==> src/rtl/sig_verify_pkg.sv <==
package sig_verify_pkg;
  localparam logic [1:0] MODE_FULL = 2'b00;
  localparam logic [1:0] MODE_SEMI = 2'b01;
  localparam logic [1:0] MODE_AUTO = 2'b10;

  localparam int FLAG_FAIL = 0;
  localparam int FLAG_DONE = 1;
  localparam int FLAG_OVR  = 2;
  localparam int NFLAG     = 3;

  function automatic logic is_counting(input logic [1:0] m);
    return (m == MODE_AUTO) || (m == MODE_SEMI);
  endfunction
endpackage

==> src/rtl/svc_pat_counter.sv <==
module svc_pat_counter #(
  parameter int CNT_W = 16
) (
  input  logic             clk,
  input  logic             rst,
  input  logic             count_en_i,
  input  logic [CNT_W-1:0] sector_len_i,
  input  logic             pat_valid_i,
  output logic             sector_end_o
);
  localparam int EXT_W = CNT_W + 1;

  logic [CNT_W-1:0] cnt_q;
  logic [EXT_W-1:0] len_eff;
  logic [EXT_W-1:0] cnt_next;
  logic             last_pat;

  always_comb begin
    len_eff  = (sector_len_i == '0) ? EXT_W'(1) : {1'b0, sector_len_i};
    cnt_next = {1'b0, cnt_q} + EXT_W'(1);
    last_pat = cnt_next >= len_eff;
  end

  always_ff @(posedge clk) begin
    if (rst || !count_en_i) begin
      cnt_q        <= '0;
      sector_end_o <= 1'b0;
    end else if (pat_valid_i) begin
      if (last_pat) begin
        cnt_q        <= '0;
        sector_end_o <= 1'b1;
      end else begin
        cnt_q        <= cnt_next[CNT_W-1:0];
        sector_end_o <= 1'b0;
      end
    end else begin
      sector_end_o <= 1'b0;
    end
  end
endmodule

==> src/rtl/svc_sig_capture.sv <==
module svc_sig_capture #(
  parameter int SIG_W = 64
) (
  input  logic             clk,
  input  logic             rst,
  input  logic             cap_i,
  input  logic             semi_i,
  input  logic [SIG_W-1:0] psa_sig_i,
  input  logic             rd_i,
  output logic [SIG_W-1:0] sec_sig_o,
  output logic             overrun_o
);
  logic unread_q;

  assign overrun_o = cap_i && semi_i && unread_q && !rd_i;

  always_ff @(posedge clk) begin
    if (rst) begin
      sec_sig_o <= '0;
    end else if (cap_i) begin
      sec_sig_o <= psa_sig_i;
    end
  end

  always_ff @(posedge clk) begin
    if (rst || !semi_i) begin
      unread_q <= 1'b0;
    end else if (cap_i) begin
      unread_q <= 1'b1;
    end else if (rd_i) begin
      unread_q <= 1'b0;
    end
  end
endmodule

==> src/rtl/svc_expect_dma.sv <==
module svc_expect_dma #(
  parameter int SIG_W = 64
) (
  input  logic             clk,
  input  logic             rst,
  input  logic             auto_i,
  input  logic             cap_i,
  input  logic [SIG_W-1:0] psa_sig_i,
  input  logic             exp_we_i,
  input  logic [SIG_W-1:0] exp_data_i,
  output logic             mismatch_o,
  output logic             dma_req_o
);
  logic [SIG_W-1:0] exp_q;
  logic             auto_q;
  logic             enter_auto;

  assign enter_auto = auto_i && !auto_q;
  assign mismatch_o = cap_i && auto_i && (psa_sig_i != exp_q);

  always_ff @(posedge clk) begin
    if (rst) begin
      exp_q <= '0;
    end else if (exp_we_i) begin
      exp_q <= exp_data_i;
    end
  end

  always_ff @(posedge clk) begin
    if (rst) begin
      auto_q    <= 1'b0;
      dma_req_o <= 1'b0;
    end else begin
      auto_q <= auto_i;
      if (!auto_i) begin
        dma_req_o <= 1'b0;
      end else if (enter_auto || cap_i) begin
        dma_req_o <= 1'b1;
      end else if (exp_we_i) begin
        dma_req_o <= 1'b0;
      end
    end
  end
endmodule

==> src/rtl/svc_irq_flags.sv <==
module svc_irq_flags #(
  parameter int N = 3
) (
  input  logic         clk,
  input  logic         rst,
  input  logic [N-1:0] set_i,
  input  logic [N-1:0] clr_i,
  output logic [N-1:0] flag_o
);
  for (genvar g = 0; g < N; g++) begin : g_flag
    always_ff @(posedge clk) begin
      if (rst) begin
        flag_o[g] <= 1'b0;
      end else if (set_i[g]) begin
        flag_o[g] <= 1'b1;
      end else if (clr_i[g]) begin
        flag_o[g] <= 1'b0;
      end
    end
  end
endmodule

==> src/rtl/sig_verify_ctrl.sv <==
module sig_verify_ctrl
  import sig_verify_pkg::*;
#(
  parameter int SIG_W = 64,
  parameter int CNT_W = 16
) (
  input  logic             clk,
  input  logic             rst,
  input  logic [1:0]       mode_i,
  input  logic [CNT_W-1:0] sector_len_i,
  input  logic             pat_valid_i,
  input  logic [SIG_W-1:0] psa_sig_i,
  input  logic             exp_we_i,
  input  logic [SIG_W-1:0] exp_data_i,
  input  logic             sec_sig_rd_i,
  input  logic             ovr_en_i,
  input  logic [2:0]       irq_clr_i,
  output logic             psa_clr_o,
  output logic [SIG_W-1:0] sec_sig_o,
  output logic             fail_irq_o,
  output logic             done_irq_o,
  output logic             ovr_irq_o,
  output logic             dma_req_o
);
  logic             is_auto;
  logic             is_semi;
  logic             count_en;
  logic             sector_end;
  logic             mismatch;
  logic             overrun;
  logic [NFLAG-1:0] flag_set;
  logic [NFLAG-1:0] flags;

  assign is_auto  = (mode_i == MODE_AUTO);
  assign is_semi  = (mode_i == MODE_SEMI);
  assign count_en = is_counting(mode_i);

  svc_pat_counter #(.CNT_W(CNT_W)) u_cnt (
    .clk          (clk),
    .rst          (rst),
    .count_en_i   (count_en),
    .sector_len_i (sector_len_i),
    .pat_valid_i  (pat_valid_i),
    .sector_end_o (sector_end)
  );

  assign psa_clr_o = sector_end;

  svc_sig_capture #(.SIG_W(SIG_W)) u_cap (
    .clk       (clk),
    .rst       (rst),
    .cap_i     (sector_end),
    .semi_i    (is_semi),
    .psa_sig_i (psa_sig_i),
    .rd_i      (sec_sig_rd_i),
    .sec_sig_o (sec_sig_o),
    .overrun_o (overrun)
  );

  svc_expect_dma #(.SIG_W(SIG_W)) u_dma (
    .clk        (clk),
    .rst        (rst),
    .auto_i     (is_auto),
    .cap_i      (sector_end),
    .psa_sig_i  (psa_sig_i),
    .exp_we_i   (exp_we_i),
    .exp_data_i (exp_data_i),
    .mismatch_o (mismatch),
    .dma_req_o  (dma_req_o)
  );

  always_comb begin
    flag_set            = '0;
    flag_set[FLAG_FAIL] = mismatch;
    flag_set[FLAG_DONE] = sector_end && is_semi;
    flag_set[FLAG_OVR]  = overrun && ovr_en_i;
  end

  svc_irq_flags #(.N(NFLAG)) u_flags (
    .clk    (clk),
    .rst    (rst),
    .set_i  (flag_set),
    .clr_i  (irq_clr_i),
    .flag_o (flags)
  );

  assign fail_irq_o = flags[FLAG_FAIL];
  assign done_irq_o = flags[FLAG_DONE];
  assign ovr_irq_o  = flags[FLAG_OVR];
endmodule

==> config.mk <==
export PLATFORM = sky130hd
export DESIGN_NAME = sig_verify_ctrl
export DESIGN_NICKNAME = d
export VERILOG_FILES = /design/src/rtl/sig_verify_pkg.sv /design/src/rtl/svc_pat_counter.sv /design/src/rtl/svc_sig_capture.sv /design/src/rtl/svc_expect_dma.sv /design/src/rtl/svc_irq_flags.sv /design/src/rtl/sig_verify_ctrl.sv
export SDC_FILE = /design/constraint.sdc
export NUM_CORES = 1
export LEC_CHECK = 0
export ABC_CLOCK_PERIOD_IN_PS = 2700
export BUFFER_PORTS_ARGS = -buffer_cell sky130_fd_sc_hd__buf_2
export CORE_ASPECT_RATIO = 0.9
export CORE_MARGIN = 5
export CORE_UTILIZATION = 46
export CTS_CLUSTER_DIAMETER = 50
export DETAILED_ROUTE_END_ITERATION = 12
export GPL_ROUTABILITY_DRIVEN = 0
export PLACE_DENSITY = 0.82
export SLEW_MARGIN = 20
export SYNTH_ARGS = -nofsm -noshare
export SYNTH_HDL_FRONTEND = slang
export SYNTH_SLANG_ARGS = --single-unit
export TNS_END_PERCENT = 100
==> constraint.sdc <==
create_clock -name clk -period 2.7 [get_ports clk]
set_input_delay 0.54 -clock clk [delete_from_list [all_inputs] [get_ports clk]]
set_output_delay 0.54 -clock clk [all_outputs]
set_load 0.01 [all_outputs]
* After elaboration in Yosys (flattened, before gate mapping)
Cells that the tools add are included.
** Storage, ports and cells
- Flip-flop bits (word level) :: 151
- Input port bits :: 155
- Output and inout port bits :: 69
- Logic and storage cells :: 53
** Operators by class
- Add/subtract/negate cells :: 1
- Order comparisons :: 1
- Equal/unequal tests :: 3
- Mux-type cells :: 13
- Bitwise gates (word level) :: 2
- Reductions and logical operators :: 23
** Operator list (number)
- != test 64 bit :: 1
- 2-to-1 mux 16 bit :: 2
- adder 16 x 1 -> 17 bit (second input constant) :: 1
- >= comparator 17 bit :: 1
- logical NOT 16 bit :: 1
- 2-to-1 mux 1 bit :: 11
- nonzero test 2 bit :: 5
- logical AND 1 bit :: 7
- logical NOT 1 bit :: 4
- logical OR 1 bit :: 4
- OR reduction 2 bit :: 2
- == test 2 x 1 -> 1 bit (second input constant) :: 1
- == test 2 bit (second input constant) :: 1
- NOT 1 bit :: 2

* Longest topological paths before layout
- Depth in word-level cells :: 6
- Gate-level depth with buffers :: 12
- Gate-level depth less buffers :: 11

* Cells and area by module
Synthesis repeated with hierarchy kept, for this count alone.
** Second synthesis, totals
- Cell total of the unflattened synthesis :: 731
- Area, all modules :: 7100.6 um^2
** By module, submodules not included
- svc_expect_dma :: times used 1, cells each 298, area an instance 3007.9 um^2, sequential area each 1321.3 um^2
- svc_sig_capture :: times used 1, cells each 212, area an instance 2362.3 um^2, sequential area each 1301.2 um^2
- svc_pat_counter :: times used 1, cells each 202, area an instance 1576.5 um^2, sequential area each 340.3 um^2
- svc_irq_flags :: times used 1, cells each 12, area an instance 105.1 um^2, sequential area each 60.1 um^2
- sig_verify_ctrl :: times used 1, cells each 7, area an instance 48.8 um^2, sequential area each 0.0 um^2

* Worst setup path after synthesis
No wires, ideal clock.
- Path type :: register to register
- From :: register u_cnt.cnt_q[0]
- To :: register u_cnt.cnt_q[5]
- Library setup time :: 0.117 ns
- Data arrival time :: 2.707 ns
- Required time :: 2.583 ns
- Slack :: -0.125 ns
- Cell stages (with the launch flop) :: 13
- Buffers on the path :: 1
- Clock period less this slack :: 2.825 ns
- Path through :: dfxtp_1 -> ha_1 -> nand3_1 -> or2_1 -> nor2_1 -> xor2_1 -> ha_1 -> nand4_1 -> nor3_1 -> a22oi_2 -> and3_1 -> buf_6 -> a32o_1
** Between the ends
- Word-level cells in the longest chain between the ends :: 3
** Ends and longest elaborated chain
- start, declared :: RTL line svc_pat_counter.sv:13 : logic [CNT_W-1:0] cnt_q;
- start signal, assigned :: RTL line svc_pat_counter.sv:33 : cnt_q <= cnt_next[CNT_W-1:0];
- adder 16 x 1 -> 17 bit * :: RTL line svc_pat_counter.sv:20 : cnt_next = {1'b0, cnt_q} + EXT_W'(1);
- >= comparator 17 bit :: RTL line svc_pat_counter.sv:21 : last_pat = cnt_next >= len_eff;
- 2-to-1 mux 16 bit * :: RTL line svc_pat_counter.sv:29 : if (last_pat) begin
Mark *: on every way between the ends. The rest lies on a longest branch, timed or not.
A chain may end at the register's enable or synchronous reset.

* Worst setup path after layout
- From :: register u_cnt.cnt_q[1]
- To :: register u_cnt.cnt_q[8]
The elaborated chain is that of the path after synthesis.

==> results.yml <==
drt:
  viasPerCell: 5.16
  vias: 6083
  drt_iter0_markers: 384
  antenna_left: 0
  wirelength_microns: 20300
  avgRoutedWirePerCell_microns: 17.2
  drc_errors: 0
  dr.pass1.iters: 5
sta:
  grt_setup_unrepaired: "true"
  clock_skew_ns: 0.0114
  slew-limit-headroom_pct: 40.3
  max_freq_ghz: 0.360
  fin_hold_ws_ns: 0.357
  final.min_clock_period_ns: 2.78
  final_max_slew_viol_count: 0
  setup_viol: 15
  fin_ws_ns: -0.0773
  worst_pin_slew_ns: 0.895
  tns_ns: -0.571
  fin_crit_sh_pct: 103
  finalHoldViolCount: 0
outcome:
  violations: "negative setup slack"
  status: "finished, violations left"
logic_synthesis:
  syn-num-nets: 893
  synth_most_common_cell: "dfxtp_1"
  netlist_top_cells_area: "dfxtp_1 (44%), mux2i_1 (19%), xnor2_1 (8.4%)"
  synth.distinct_cells: 48
  synthFlopType: "dfxtp_1"
  netlist_area_sq_um: 6900
  syn-instance-count: 719
  synth_edf_count: 0
  synth_top_area_share_pct: 43.8
  yosysWarnings: 0
  syn-mean-instance-area_sq_um: 9.60
  async_reset_ff_share_pct: 0
  synth_seq_area_share_pct: 43.8
  synth_commonest_cells: "dfxtp_1 (151), nor2_1 (143), mux2i_1 (128)"
  synth.largest_area_cell: "dfxtp_1"
  ys_ff_latch: 151
finish:
  syn_to_final_growth_pct: 33.6
  nNetsFinal: 1139
  final_util_pct: 62.7
  layout-drive-gt1-share_pct: 33.9
  final_cell_area_sq_um: 9230
critical_path:
  critical_path_class: "flip-flop to flip-flop"
  crit_required_ns: 3.00
  cp_max_fo: 4
  cp-end-kind: "flip-flop"
  cp.arrival_ns: 3.08
  start_kind: "flip-flop"
hold_path:
  hold_class: "primary input to flip-flop"
floorplan:
  fp.dieH_microns: 126
  io_pins: 224
  start_util_pct: 46.9
  rows: 42
  die_x_microns: 139
  die-area_sq_um: 17600
  core_area_sq_um: 14700
cts:
  cts.htree.levels: 4
  clkTransAtPathRegs_ns: 0.06
  clock-sinks: 151
  postCtsHoldBufs: 0
  cts_root_buffer: "clkbuf_16"
  numCtsBuffers: 17
  cts_buffer_depth: 2
  cts_tree: "built"
  clock_latency_ns: 0.42
grt:
  grt_use_total_pct: 22.4
  grt_pass1_wl_microns: 31400
  grt_pass1_vias: 6172
  antenna_found_initial: 3
  overflow: 0
  grt_max_degree: 87
power:
  power.total_mw: 5.28
  p_per_area_nw_per_um2: 572
  seqPwrFrac_pct: 44.1
  p_sw_mw: 1.26
  p_int_mw: 4.02
  swShare_pct: 23.8
  pwr-share-clk_pct: 46.1
  p_leak_nw: 4.11
  ir_drop_mv: 0.487
  power_frac_comb_pct: 9.8
flow_run:
  drv_cap: 0
place:
  portBuffers: 223
  placed_cell_area_sq_um: 8430
  place_hpwl_microns: 15300
[power groups by stage]
stage | logic (mW) | clock network [mW] | registers [mW]
CTS | 0.508 | 2.47 | 2.33
global route | 0.562 | 2.57 | 2.33
global placement | 0.492 | 0 | 2.37
detailed placement | 0.498 | 0 | 2.38
floorplan | 0.274 | 0 | 2.37
finish | 0.514 | 2.43 | 2.33
[layout by cell type (no fill, tap or decap), types with 22 or more instances in the layout]
cell type  count
buf_2        221
dfxtp_1      145
nor2_1       140
mux2i_1      128
xnor2_1       65
buf_4         36
inv_1         29
nand4_1       23
nand2_1       22
[critical path: stages, from the launching register on]
cell and delay (ns):
dfxtp_4 0.37, nand4_1 0.17, or4b_4 0.58, nand2_2 0.11
nand2_4 0.06, ha_4 0.26, nand4_1 0.20, nor3_2 0.26
a22oi_2 0.16, buf_4 0.19, a41oi_2 0.20, o22ai_2 0.09
[area by class of cell]
type / count / area, sq um
clock inverters: 13 / 171
fillers: 1196 / 5490
clock buffers: 18 / 439
repair buffers: 260 / 1430
multi-input cells: 506 / 3780
well taps: 198 / 248
flip-flops and latches: 151 / 3040
inverters: 29 / 109
diodes: 3 / 7.51
[worst paths after layout]
kind                                  start                        endpoint  slack (ns)  cells past startpoint
max             u_cnt.cnt_q[1]$_SDFFE_PP0P_     u_cnt.cnt_q[8]$_SDFFE_PP0P_       -0.08                     11
min                          exp_data_i[49]    u_dma.exp_q[49]$_SDFFE_PP0P_        0.36                      3
max reg2reg     u_cnt.cnt_q[1]$_SDFFE_PP0P_     u_cnt.cnt_q[8]$_SDFFE_PP0P_       -0.08                     11
min reg2reg  u_flags.flag_o[1]$_SDFFE_PP0P_  u_flags.flag_o[1]$_SDFFE_PP0P_        0.48                      2
[layer usage]
| metal | GRT usage [%] | part of all wire (%) | wire length [microns] | vias to the layer above |
|---|---|---|---|---|
| met2 | 36.6 | 48 | 9780 | 218 |
| li1 | - | - | - | 2975 |
| met3 | 5.42 | 6.2 | 1270 | 34 |
| met1 | 28.6 | 43 | 8820 | 2856 |
| met4 | 8.69 | 2.2 | 446 | 0 |
| met5 | 0 | 0 | 0 | - |
[sequential cells by signal, summed over array words and instances (netlist names)]
name	flops
u_cnt.sector_end_o	1
u_cnt.cnt_q	16
u_flags.flag_o	3
u_dma.auto_q	1
u_dma.exp_q	64
u_cap.sec_sig_o	64
u_cap.unread_q	1
u_dma.dma_req_o	1
[cells by family after synthesis]
logic type / after synthesis / synth area share, %
compound gates: 50 / 5.49
buf+inv: 62 / 3.77
xor+xnor: 71 / 9.01
simple gates: 238 / 15.9
mux: 128 / 18.6
flops: 151 / 43.8
fa+ha+maj: 19 / 3.44
[what timing repair did]
action                     4_1_cts  5_1_grt
buffers inserted                 1        2
setup endpoints to repair       17       17
gates resized for setup         20       14
pin swaps                       11        9
[per-stage QoR]
| stage | instances | setup slack (ns) |
|---|---|---|
| 2_1_floorplan | 719 | 0.0125 |
| 3_3_place_gp | 1142 | -0.0916 |
| 3_5_place_dp | 1142 | -0.165 |
| 4_1_cts | 1173 | 0.00254 |
| 5_1_grt | 1178 | -0.180 |
| 6_report | 1178 | -0.0773 |
Power figures use the tool's default switching activity.
